--- src/rtl/sup_pkg.sv ---
`timescale 1ns/1ps
package sup_pkg;
    typedef enum logic [1:0] {BO_LOW, BO_HOLD, BO_OK} bo_state_e;
    typedef enum logic {WD_WATCH, WD_PULSE} wd_state_e;
    localparam int unsigned SCALE_MON  = 5;
    localparam int unsigned SCALE_HOLD = 50;
endpackage

--- src/rtl/sup_clr_sync.sv ---
`timescale 1ns/1ps
module sup_clr_sync (
    input  logic clk_i,
    input  logic rst_ni,
    input  logic clr_i,
    output logic fall_o
);
    typedef struct packed {
        logic s1;
        logic s2;
        logic s3;
    } sync_t;

    sync_t q, d;

    always_comb begin
        d.s1 = clr_i;
        d.s2 = q.s1;
        d.s3 = q.s2;
    end

    always_ff @(posedge clk_i or negedge rst_ni) begin
        if (!rst_ni) q <= '{s1: 1'b1, s2: 1'b1, s3: 1'b1};
        else         q <= d;
    end

    assign fall_o = q.s3 & ~q.s2;

    AST_FALL_SINGLE: assert property (@(posedge clk_i) disable iff (!rst_ni)
        fall_o |=> !fall_o);
endmodule

--- src/rtl/sup_tick.sv ---
`timescale 1ns/1ps
module sup_tick #(
    parameter int unsigned DIV = 1000
) (
    input  logic clk_i,
    input  logic rst_ni,
    output logic tick_o
);
    localparam int unsigned CW = (DIV > 1) ? $clog2(DIV) : 1;

    logic [CW-1:0] cnt_d, cnt_q;

    always_comb begin
        if (cnt_q == CW'(DIV - 1)) cnt_d = '0;
        else                       cnt_d = cnt_q + 1'b1;
    end

    always_ff @(posedge clk_i or negedge rst_ni) begin
        if (!rst_ni) cnt_q <= '0;
        else         cnt_q <= cnt_d;
    end

    assign tick_o = (cnt_q == CW'(DIV - 1));

    AST_TICK_RANGE: assert property (@(posedge clk_i) disable iff (!rst_ni)
        tick_o |=> (cnt_q == '0));
endmodule

--- src/rtl/sup_brownout.sv ---
`timescale 1ns/1ps
module sup_brownout
    import sup_pkg::*;
#(
    parameter int unsigned VW     = 8,
    parameter int unsigned LO_TH  = 200,
    parameter int unsigned HI_TH  = 205,
    parameter int unsigned HOLD_T = 5000
) (
    input  logic          clk_i,
    input  logic          rst_ni,
    input  logic          tick_i,
    input  logic [VW-1:0] level_i,
    output logic          ok_o
);
    localparam int unsigned HW = $clog2(HOLD_T + 1);

    typedef struct packed {
        bo_state_e     st;
        logic [HW-1:0] cnt;
    } bo_regs_t;

    bo_regs_t q, d;
    logic below, above;

    assign below = (level_i < VW'(LO_TH));
    assign above = (level_i > VW'(HI_TH));

    always_comb begin
        d = q;
        unique case (q.st)
            BO_LOW: begin
                if (above) begin
                    d.st  = BO_HOLD;
                    d.cnt = '0;
                end
            end
            BO_HOLD: begin
                if (below) begin
                    d.st = BO_LOW;
                end else if (tick_i) begin
                    if (q.cnt == HW'(HOLD_T - 1)) begin
                        d.st  = BO_OK;
                        d.cnt = '0;
                    end else begin
                        d.cnt = q.cnt + 1'b1;
                    end
                end
            end
            BO_OK: begin
                if (below) d.st = BO_LOW;
            end
            default: d.st = BO_LOW;
        endcase
    end

    always_ff @(posedge clk_i or negedge rst_ni) begin
        if (!rst_ni) q <= '{st: BO_LOW, cnt: '0};
        else         q <= d;
    end

    assign ok_o = (q.st == BO_OK);

    AST_LOW_TRIPS: assert property (@(posedge clk_i) disable iff (!rst_ni)
        below |=> (q.st == BO_LOW));
    AST_BAND_KEEPS: assert property (@(posedge clk_i) disable iff (!rst_ni)
        (q.st == BO_LOW && !above) |=> (q.st == BO_LOW));
    AST_HOLD_DONE: assert property (@(posedge clk_i) disable iff (!rst_ni)
        $rose(ok_o) |-> ($past(q.cnt) == HW'(HOLD_T - 1)));
endmodule

--- src/rtl/rst_supervisor.sv ---
`timescale 1ns/1ps
module rst_supervisor
    import sup_pkg::*;
#(
    parameter int unsigned VW       = 8,
    parameter int unsigned LO_TH    = 200,
    parameter int unsigned HI_TH    = 205,
    parameter int unsigned TICK_DIV = 1000,
    parameter int unsigned PW_TICKS = 100
) (
    input  logic          clk_i,
    input  logic          rst_ni,
    input  logic [VW-1:0] supply_code_i,
    input  logic          wd_clr_i,
    input  logic          wd_off_i,
    output logic          sys_rst_o,
    output logic          sys_rst_no
);
    localparam int unsigned MON_T  = SCALE_MON * PW_TICKS;
    localparam int unsigned HOLD_T = SCALE_HOLD * PW_TICKS;
    localparam int unsigned WW     = $clog2(MON_T + 1);

    typedef struct packed {
        wd_state_e     st;
        logic [WW-1:0] cnt;
    } wd_regs_t;

    logic tick, clr_fall, supply_ok;
    wd_regs_t q, d;

    sup_tick #(.DIV(TICK_DIV)) u_tick (
        .clk_i  (clk_i),
        .rst_ni (rst_ni),
        .tick_o (tick)
    );

    sup_clr_sync u_sync (
        .clk_i  (clk_i),
        .rst_ni (rst_ni),
        .clr_i  (wd_clr_i),
        .fall_o (clr_fall)
    );

    sup_brownout #(
        .VW     (VW),
        .LO_TH  (LO_TH),
        .HI_TH  (HI_TH),
        .HOLD_T (HOLD_T)
    ) u_bo (
        .clk_i   (clk_i),
        .rst_ni  (rst_ni),
        .tick_i  (tick),
        .level_i (supply_code_i),
        .ok_o    (supply_ok)
    );

    always_comb begin
        d = q;
        if (!supply_ok || wd_off_i) begin
            d.st  = WD_WATCH;
            d.cnt = '0;
        end else begin
            unique case (q.st)
                WD_WATCH: begin
                    if (clr_fall) begin
                        d.cnt = '0;
                    end else if (tick) begin
                        if (q.cnt == WW'(MON_T - 1)) begin
                            d.st  = WD_PULSE;
                            d.cnt = '0;
                        end else begin
                            d.cnt = q.cnt + 1'b1;
                        end
                    end
                end
                WD_PULSE: begin
                    if (tick) begin
                        if (q.cnt == WW'(PW_TICKS - 1)) begin
                            d.st  = WD_WATCH;
                            d.cnt = '0;
                        end else begin
                            d.cnt = q.cnt + 1'b1;
                        end
                    end
                end
                default: d.st = WD_WATCH;
            endcase
        end
    end

    always_ff @(posedge clk_i or negedge rst_ni) begin
        if (!rst_ni) q <= '{st: WD_WATCH, cnt: '0};
        else         q <= d;
    end

    assign sys_rst_o  = !supply_ok || (q.st == WD_PULSE);
    assign sys_rst_no = ~sys_rst_o;

    AST_WATCH_BOUND: assert property (@(posedge clk_i) disable iff (!rst_ni)
        (q.st == WD_WATCH) |-> (q.cnt < WW'(MON_T)));
    AST_PULSE_BOUND: assert property (@(posedge clk_i) disable iff (!rst_ni)
        (q.st == WD_PULSE) |-> (q.cnt < WW'(PW_TICKS)));
    AST_OFF_SILENT: assert property (@(posedge clk_i) disable iff (!rst_ni)
        wd_off_i |=> (q.st == WD_WATCH && q.cnt == '0));
    AST_SUPPLY_FREEZE: assert property (@(posedge clk_i) disable iff (!rst_ni)
        !supply_ok |=> (q.st == WD_WATCH && q.cnt == '0));
endmodule

--- config.mk ---
export PLATFORM = sky130hd
export DESIGN_NAME = rst_supervisor
export DESIGN_NICKNAME = d
export VERILOG_FILES = /design/src/rtl/sup_pkg.sv /design/src/rtl/sup_clr_sync.sv /design/src/rtl/sup_tick.sv /design/src/rtl/sup_brownout.sv /design/src/rtl/rst_supervisor.sv
export SDC_FILE = /design/constraint.sdc
export NUM_CORES = 1
export LEC_CHECK = 0
export ABC_AREA = 1
export BUFFER_PORTS_ARGS = -buffer_cell sky130_fd_sc_hd__buf_2
export CAP_MARGIN = 20
export CORE_MARGIN = 1
export CORE_UTILIZATION = 30
export CTS_CLUSTER_DIAMETER = 40
export CTS_CLUSTER_SIZE = 24
export DETAILED_ROUTE_END_ITERATION = 12
export GPL_TIMING_DRIVEN = 1
export PLACE_DENSITY = 0.47
export SLEW_MARGIN = 0
export SYNTH_ARGS = -nofsm -noshare
export SYNTH_HDL_FRONTEND = slang
export SYNTH_HIERARCHICAL = 1
export SYNTH_SLANG_ARGS = --single-unit
--- constraint.sdc ---
create_clock -name clk_i -period 2.4 [get_ports clk_i]
set_clock_uncertainty 0.1 [all_clocks]
set_input_delay 0.48 -clock clk_i [delete_from_list [all_inputs] [get_ports clk_i]]
set_output_delay 0.48 -clock clk_i [all_outputs]
set_load 0.05 [all_outputs]
==> impl_results.md, run 1 <==
- Vias/cell: about 4.3
- CP Max Fanout: 3
- CTS Buf Count: 5
- Fill count: approximately 840
- Yosys cell types: 31
- Syn_nets: roughly 350
- Vias in the first global route: 1,911
- DR iter-0 viols: 81
- Drt drc: 0
- #FFs+latches synth: 38
- Port Buf Inserts: 12
- Hold crit path type: in2async
- MaxCap Viol Count: 0
- RR Startpoint: u_tick/cnt_q[0]
- Sink Count: 38
- Top FF cell, synth: dfrtp_1
- R2R setup slack: 0.44 ns
- DRT Pass-1 Iters: 4
- Root Buffer: clkbuf_8
- Crit path kind: reg2out
- DR vias: 1,998
- Clock Latency Late Sink: slightly below 0.3 ns
- Post-synth EDFFs: 0
- Nets: approximately 380
- Count leader, synth: nand2_1
- PwrDens: 519.4 nW/um2
- Maximum VDD drop: between 200 and 250 uV
- Pins Over Slew Limit: 0
- Longest Clk Path Bufs: 2
- Fin crit share: a little over four fifths
- Critical Path RT: 1.82 ns
- Final ANT Viol Nets: 0
- Area Overhead vs Synth: 12.27%
- Syn_area_per_cell: between 7 and 8 um2
- Cells after Synth: ~340
- Asr flop ratio synth: 100.0%
- Critical Path Source Type: register
- Top Metal Used: met4
- Tightest Pin Transition: about 0.60 ns
- Dominant cell type by area after synthesis: dfrtp_1
- Diodes inserted: 0
- Global Route Usage Sum: between 10% and 20%
- WP data arrival: around 1.4 ns
- Fmax: 500.6 MHz
- Min Hold Slack: around 0.088 ns
- Reg2reg end: u_bo/q[11]
- Largest net degree at the start of global routing: 25
- GRT Residual Overflow: 0
- Hold buffer count at CTS: 0
- H-Tree Depth: 2
- RSZ-0062 raised after global routing: no
- Initial Util: between 30% and 40%
- Max-slew headroom: 60.23%
- Share of the synthesized area in the top cell type: 35.64%
- Global-route wire length before repair: 8914 um
- Post-CTS Setup Inserts: 0
- Status: finished, final reports clean
- Area contributors post-synth: dfrtp_1, nand2_1, inv_1, nand3_1, nor2_1
- Crit end category: output port
- Met1 wire length: roughly 2500 um
- Core box area: a little under 8000 um2
- Post-synth top cells: nand2_1, inv_1, dfrtp_1
- Initial antenna violation count: 0
- WL met3: 152 um
- Final hold vios: 0
- Final setup violation count: 0
- WL met2: between 2000 and 2500 um
- CTS tree: built
- Fin Setup TNS: 0 ns
- DIE HEIGHT: a little over 90 um
- CTS clk-pin slew, worst paths: around 0.08 ns
- Die ar.: 8557 um2
- Routed WL: 4819 um
- Sequential-to-total area share from yosys stat: roughly two fifths
- Leak: ~1.3 nW
- Area of the mapped netlist: 2457 um2
- Die Wd: roughly 93 um
- R2r worst-path depth: 13
- Fin crit period: between 1.5 and 2 ns
- Layout cells sized above 1: 20.22%
- Site Rows: 32
- Post-DP HPWL: approximately 3700 um
- Cts repair resizes: 0
- Final Util: 35.34%
- Yosys warns: 6
- # IOs: 14
- Wirelength per Cell: ~10 um
- Routability cong.: approximately 0.8
power by group:
part / internal (mW) / switching, mW / total (mW)
clock: 0.231 / 0.237 / 0.468
combinational: 0.0861 / 0.186 / 0.272
sequential: 0.667 / 0.0262 / 0.693
through the flow:
stage	power (mW)	setup WS (ns)	cells	area, um2
floorplan	0.9106	0.05779	338	2457
global placement	0.9815	0.4415	455	2664
detailed placement	0.9841	0.4155	455	2664
CTS	1.469	0.3895	463	2759
global route	1.537	0.2110	463	2759
finish	1.433	0.4025	463	2759
critical path, cell delays in order (launching register included):
cell and delay, ns:
dfrtp_1 0.38, inv_1 0.06, nor2_1 0.14, inv_1 0.13, nor2_1 0.13, buf_2 0.28
sequential cells by signal, summed over array words and instances, names as in the netlist:
register / flops
q: 10
u_bo/q: 15
u_sync/d: 2
u_sync/q: 1
u_tick/cnt_q: 10
cells in the final DEF, fill, tap and decap left out, drive strengths merged, types with 3 or more instances in the layout:
cell / instances
a21oi: 8
buf: 17
clkbuf: 6
dfrtp: 35
dfstp: 3
ha: 3
inv: 51
nand2: 125
nand3: 33
nand4: 6
nor2: 51
o21ai: 7
xor2: 6
worst max-delay path by stage:
stage	endpoint	start	cells past startpoint	slack, ns
floorplan	sys_rst_o	u_bo/q[13]	4	0.06
global placement	u_bo/q[11]	u_tick/cnt_q[0]	13	0.44
detailed placement	u_bo/q[5]	u_tick/cnt_q[0]	13	0.42
CTS	u_bo/q[11]	u_tick/cnt_q[0]	13	0.39
global route	u_bo/q[3]	u_tick/cnt_q[0]	13	0.21
finish	sys_rst_no	u_bo/q[14]	5	0.40
metal layers:
layer	global-route usage [%]	vias up
li1	-	1085
met5	0	-
met3	2.709	6
met4	3.516	0
met2	20.99	21
met1	17.82	886
cell families after synthesis:
family	after synthesis	share of synthesized area [%]
compound gates	17	3.971
xor+xnor	7	2.495
fa+ha+maj	3	1.528
buf+inv	54	8.860
flops	38	38.85
simple gates	219	44.30
final cells by class:
type / instances / area, um2 / area share, %
multi-input cells: 246 / 1285 / 46.58
flip-flops and latches: 38 / 954.7 / 34.60
inverters: 52 / 198.9 / 7.211
well taps: 102 / 127.6 / 4.626
repair buffers: 17 / 97.59 / 3.537
clock buffers: 6 / 82.58 / 2.993
clock inverters: 2 / 12.51 / 0.4535
Power figures use the tool's default switching activity.
==> inputs of run 2 (changes only) <==
- PLACE_DENSITY: 0.47 -> 0.49
- clock period: 2.4 -> 1.6 ns (I/O delays scaled with it)
==> run 2 against run 1 <==
Net effect: the flow now finishes with violations (setup timing); utilization grew 5.8 points; wire length grew 10%; largest cell class unchanged; largest power group unchanged; highest routed layer unchanged; clock-buffer cell count grew 1; design area grew 17%.
==> impl_results.md, run 2 (synthesized netlist as in run 1, its figures left out) <==
- Fill count: 824 (-1.4%)
- Core box area: 7807 um2 (unchanged)
- Root Buffer: clkbuf_8
- Die Wd: 92.51 um (unchanged)
- Initial antenna violation count: 0 (unchanged)
- Global Route Usage Sum: 13.58% (+0.48 points)
- Pins Over Slew Limit: 0 (unchanged)
- Final ANT Viol Nets: 0 (unchanged)
- Wirelength per Cell: 10.66 um (+2.4%)
- CTS tree: built
- Maximum VDD drop: 432.4 uV (+80%)
- Final Worst Setup Slack: -0.1612 ns (-0.5637 ns)
- Clock Latency Late Sink: 0.29 ns (about the same)
- Largest net degree at the start of global routing: 24 (-4.0%)
- CP startpoint: u_tick/cnt_q[1]
- Layout cells sized above 1: 33.00% (+13 points)
- Commonest non-fill, non-tap cells in the layout: nand2_1, inv_1, buf_4, dfrtp_1, nor2_1
- Capture point of the worst path: q[7]
- Finished Layout Cells: 499 (+7.8%)
- CTS Buf Count: 5 (unchanged)
- RSZ-0062 raised after global routing: yes
- R2R setup slack: -0.16 ns (-0.60 ns)
- Routability cong.: 0.7870 (-1.6%)
- Hold crit path type: in2reg
- Global-route wire length before repair: 9252 um (+3.8%)
- CTS clk-pin slew, worst paths: 0.08 ns (about the same)
- CP max-delay cell: dfrtp_1
- Nets: 411 (+9.6%)
- Area Overhead vs Synth: 30.86%
- RR Startpoint: u_tick/cnt_q[1]
- Max reg flops: 15 (unchanged)
- Fmax: around 570 MHz
- DRT Pass-1 Iters: 4 (unchanged)
- Largest regs: u_bo/q (15), q (10), u_tick/cnt_q (10)
- Crit end category: register
- Longest Clk Path Bufs: 2 (unchanged)
- Vias/cell: 4.331 (+0.36%)
- Fin crit period: between 1.5 and 2 ns
- Fin crit share: 110.1%
- Top register by number of flip-flops: u_bo/q
- Final setup violation count: 22 (+22)
- Site Rows: 32 (unchanged)
- Leak: 1.531 nW (+17%)
- Critical Path RT: 1.68 ns (-0.14 ns)
- Die ar.: 8557 um2 (unchanged)
- Port Buf Inserts: 12 (unchanged)
- WP data arrival: 1.84 ns (+0.42 ns)
- GRT Residual Overflow: 0 (unchanged)
- DP Cell Count: 480 (+5.5%)
- Min Hold Slack: 0.02909 ns (-0.05927 ns)
- Crit path kind: reg2reg
- Instance count on the critical path: 13 (+8)
- Worst-path cell chain: ha_4, nand2_4, nor2_4, nand3_2, clkinv_4, buf_4, buf_6, inv_8, nand3_4, nand3_2, nand2_2, nand2_2, a21oi_2
- Worst path bufs/invs: 4 (+1)
- R2r worst-path depth: 13 (unchanged)
- Routed WL: 5317 um (+10%)
- Placement Setup Slack: -0.2352 ns (-0.6508 ns)
- CP Max Fanout: 8 (+5)
- Diodes inserted: 0 (unchanged)
- DR vias: 2,161 (+8.2%)
- Initial Util: 31.47% (unchanged)
- MaxCap Viol Count: 0 (unchanged)
- Final hold vios: 0 (unchanged)
- H-Tree Depth: 2 (unchanged)
- Reg2reg end: q[7]
- Sink Count: 38 (unchanged)
- Drt drc: 0 (unchanged)
- Tightest Pin Transition: 0.4082 ns (-0.1883 ns)
- Failing checks: setup timing
- # IOs: 14 (unchanged)
- Vias in the first global route: 2,099 (+9.8%)
- Most common cell after layout, fill and taps aside: nand2_1
- Slowest stage delay, CP: 0.41 ns (+0.03 ns)
- DIE HEIGHT: 92.51 um (unchanged)
- Status: finished with violations
- Worst path top cell family by delay: simple AND/OR/NAND/NOR gates
- DR iter-0 viols: 40 (-51%)
- Post-DP HPWL: 3936 um (+7.4%)
- Critical Path Source Type: register
- Max-slew headroom: 72.79% (+13 points)
- PwrDens: 769.5 nW/um2 (+48%)
[run 2: layout make-up]
| class | count | area (um2) | area share (%) |
|---|---|---|---|
| multi-input cells | 247 | 1401 | 43.58 |
| flip-flops and latches | 38 | 954.7 | 29.69 |
| repair buffers | 52 | 402.9 | 12.53 |
| inverters | 52 | 212.7 | 6.615 |
| well taps | 102 | 127.6 | 3.969 |
| clock buffers | 7 | 86.33 | 2.685 |
| clock inverters | 1 | 30.03 | 0.9339 |
[run 2: how the worst min path moves through the flow]
| stage | cells after the start | start | end | slack (ns) |
|---|---|---|---|---|
| after floorplan | 0 | rst_ni | q[0] | -0.08 |
| after global placement | 1 | rst_ni | u_tick/cnt_q[5] | 0.18 |
| after detailed placement | 1 | rst_ni | u_tick/cnt_q[5] | 0.18 |
| after CTS | 1 | wd_clr_i | u_sync/d[1] | 0.02 |
| after global routing | 1 | wd_clr_i | u_sync/d[1] | 0.01 |
| final | 1 | wd_clr_i | u_sync/d[1] | 0.03 |
[run 2: layer usage]
layer / part of all wire [%] / up-vias / wire length (um) / GRT usage [%]
met3: 2.0 / 6 / 104 / 3.202
met1: 48 / 986 / 2527 / 16.80
met2: 49 / 10 / 2627 / 23.33
met5: 0 / - / 0 / 0
li1: - / 1159 / - / -
met4: 1.1 / 0 / 57 / 4.036
[run 2: power breakdown]
part           total [mW]  internal (mW)  switching, mW
Sequential           1.03           1.00         0.0296
Clock               0.860          0.509          0.351
Combinational       0.584          0.239          0.345
Total                2.47           1.75          0.725
[run 2: what timing repair did]
| item | CTS | global route |
|---|---|---|
| endpoints found under the setup margin | 24 | 24 |
| resized for setup | 14 | 26 |
| buffers inserted | 4 | 5 |
| pin swaps | 24 | 22 |
| gates cloned | 0 | 1 |
| hold buffers | 1 | 0 |
| endpoints found under the hold margin | 15 | 0 |
[run 2: worst register-to-register path, stage by stage, from the launching register on]
cell	delay, ns
dfrtp_1	0.41
ha_4	0.18
nand2_4	0.06
nor2_4	0.03
nand3_2	0.09
clkinv_4	0.07
buf_4	0.13
buf_6	0.12
inv_8	0.07
nand3_4	0.13
nand3_2	0.12
nand2_2	0.06
nand2_2	0.07
a21oi_2	0.03
[run 2: stage by stage]
step	utilization (%)	cell area [um2]	total power, mW	setup TNS, ns
2_1_floorplan	-	2475	1.364	-3.320
3_3_place_gp	36.86	2878	1.555	-3.701
3_5_place_dp	36.86	2878	1.561	-4.077
4_1_cts	39.25	3064	2.466	-3.030
5_1_grt	41.19	3216	2.623	-5.499
6_report	41.19	3216	2.474	-2.184
==> inputs of run 3 (changes only) <==
- GPL_TIMING_DRIVEN: 1 -> unset
- REMOVE_ABC_BUFFERS: unset -> 1
==> run 3 against run 2 <==
Net effect: largest cell class unchanged; combinational power rose by 0.9%; critical path depth rose by 1; first-iteration DRC count rose by 23%; non-clock buffer count did not move; clock-buffer cell count fell by 1; via count rose by 0.74%; the flow still finishes with violations (setup timing); fmax fell by 0.36%; design area fell by 2.1%; sequential power barely moved; wire length rose by 1.2%.
==> impl_results.md, run 3 (synthesized netlist as in run 1, its figures left out) <==
- # IOs: 14 (unchanged)
- RSZ-0062 raised after global routing: yes
- Nets: 410 (-0.24%)
- Clock Latency Late Sink: 0.30 ns (about the same)
- DR iter-0 viols: 49 (+23%)
- Crit path kind: reg2reg
- WP data arrival: 1.87 ns (+0.03 ns)
- Crit end category: register
- Port Buf Inserts: 12 (unchanged)
- Hold crit path type: reg2reg
- Drt drc: 0 (unchanged)
- Placement Setup Slack: -0.2061 ns (+0.02917 ns)
- Sink Count: 38 (unchanged)
- Area Overhead vs Synth: 28.11%
- Fin crit share: 110.5% (+0.40 points)
- Final Worst Setup Slack: -0.1675 ns (-0.006324 ns)
- DP Cell Count: 479 (-0.21%)
- MaxCap Viol Count: 0 (unchanged)
- Vias in the first global route: 2,212 (+5.4%)
- Largest net degree at the start of global routing: 21 (-13%)
- Finished Layout Cells: 498 (-0.20%)
- CP Max Fanout: 4 (-4)
- CTS clk-pin slew, worst paths: 0.09 ns (about the same)
- Tot Pwr: 2.662 mW (+7.6%)
- Final non-filler cell area: 3148 um2 (-2.1%)
- Vias/cell: 4.371 (+0.94%)
- Most common cell after layout, fill and taps aside: nand2_1
- Global Route Usage Sum: 14.50% (+0.92 points)
- Root Buffer: clkbuf_8
- Leak: 1.525 nW (-0.44%)
- Final ANT Viol Nets: 0 (unchanged)
- Global-route wire length before repair: 9853 um (+6.5%)
- CTS tree: built
- Wirelength per Cell: 10.81 um (+1.4%)
- CTS Buf Count: 5 (unchanged)
- Largest regs: u_bo/q (15), q (10), u_tick/cnt_q (10)
- Core box area: 7807 um2 (unchanged)
- Placed cell area: 2856 um2 (-0.74%)
- Top register by number of flip-flops: u_bo/q
- Commonest non-fill, non-tap cells in the layout: nand2_1, inv_1, buf_4
- Diodes inserted: 0 (unchanged)
- Final setup violation count: 24 (+9.1%)
- PwrDens: 845.6 nW/um2 (+9.9%)
- R2R setup slack: -0.17 ns (about the same)
- Routability cong.: 0.7636 (-3.0%)
- Max-slew headroom: 65.94% (-6.8 points)
- Max reg flops: 15 (unchanged)
- Critical Path RT: 1.70 ns (+0.02 ns)
- Routed WL: 5382 um (+1.2%)
- Failing checks: setup timing
- Pins Over Slew Limit: 0 (unchanged)
- Fmax: 565.8 MHz (-0.36%)
- Final hold vios: 0 (unchanged)
- Die Wd: 92.51 um (unchanged)
- DR vias: 2,177 (+0.74%)
- Post-DP HPWL: 3991 um (+1.4%)
- Site Rows: 32 (unchanged)
- Critical Path Source Type: register
- DIE HEIGHT: 92.51 um (unchanged)
- Longest Clk Path Bufs: 2 (unchanged)
- Initial Util: 31.47% (unchanged)
- DRT Pass-1 Iters: 5 (+1)
- Tightest Pin Transition: 0.5109 ns (+0.1027 ns)
- GRT Residual Overflow: 0 (unchanged)
- H-Tree Depth: 2 (unchanged)
- Fin crit period: 1.768 ns (+0.006324 ns)
- Status: finished with violations
- Maximum VDD drop: 399.4 uV (-7.6%)
- Die ar.: 8557 um2 (unchanged)
- Layout cells sized above 1: 29.80% (-3.2 points)
- Initial antenna violation count: 0 (unchanged)
run 3: worst paths after layout:
kind | from | endpoint | cells past startpoint
min | u_sync/d[1] | u_sync/d[0] | 0
min in group asynchronous | rst_ni | q[8] | 2
max in group asynchronous | rst_ni | u_bo/q[2] | 3
max | u_tick/cnt_q[0] | u_bo/q[8] | 14
max reg2reg | u_tick/cnt_q[0] | u_bo/q[8] | 14
min reg2reg | u_sync/d[1] | u_sync/d[0] | 0
run 3: power breakdown:
part / total, mW / internal [mW] / switching, mW
logic: 0.589 / 0.246 / 0.344
registers: 1.03 / 1.00 / 0.0318
clock network: 1.04 / 0.666 / 0.374
total: 2.66 / 1.91 / 0.750
run 3: cell type report:
type	instances	area (um2)
Fill cell	814	4659
Multi-Input combinational cell	246	1324
Sequential cell	38	954.7
Timing Repair Buffer	52	394.1
Inverter	52	205.2
Tap cell	102	127.6
Clock buffer	6	82.58
Clock inverter	2	60.06
run 3: per-layer routing:
metal	GRT usage [%]	up-vias	part of all wire, %
li1	-	1157	-
met1	18.54	994	48
met2	24.57	19	48
met3	2.956	7	2.2
met4	4.297	0	1.2
met5	0	-	0
run 3: per-stage QoR:
| step | hold slack (ns) | utilization [%] | setup TNS [ns] |
|---|---|---|---|
| 5_1_grt | 0.2628 | 40.32 | -5.780 |
| 6_report | 0.2607 | 40.32 | -2.182 |
| 3_5_place_dp | 0.2278 | 36.59 | -2.968 |
| 4_1_cts | 0.003642 | 39.94 | -2.795 |
| 3_3_place_gp | 0.2307 | 36.59 | -2.337 |
| 2_1_floorplan | -0.07559 | - | -4.842 |
run 3: worst max-delay path, cell delays in order, from the launching register on:
cell     delay [ns]
dfrtp_1        0.36
ha_2           0.19
nand2_2        0.06
nor2_2         0.09
nand3_2        0.10
inv_4          0.10
inv_4          0.03
nor2_2         0.06
nand3_1        0.09
nand2_2        0.10
nand2_4        0.08
buf_4          0.14
buf_6          0.10
nand2_2        0.04
nand2_1        0.04
run 3: timing repair:
item                                    4_1_cts  5_1_grt
endpoints found under the setup margin       24       26
hold buffers                                  1        1
setup buffers                                 9        3
endpoints found under the hold margin        16        1
pin swaps                                     8        8
gates resized for setup                      18        7
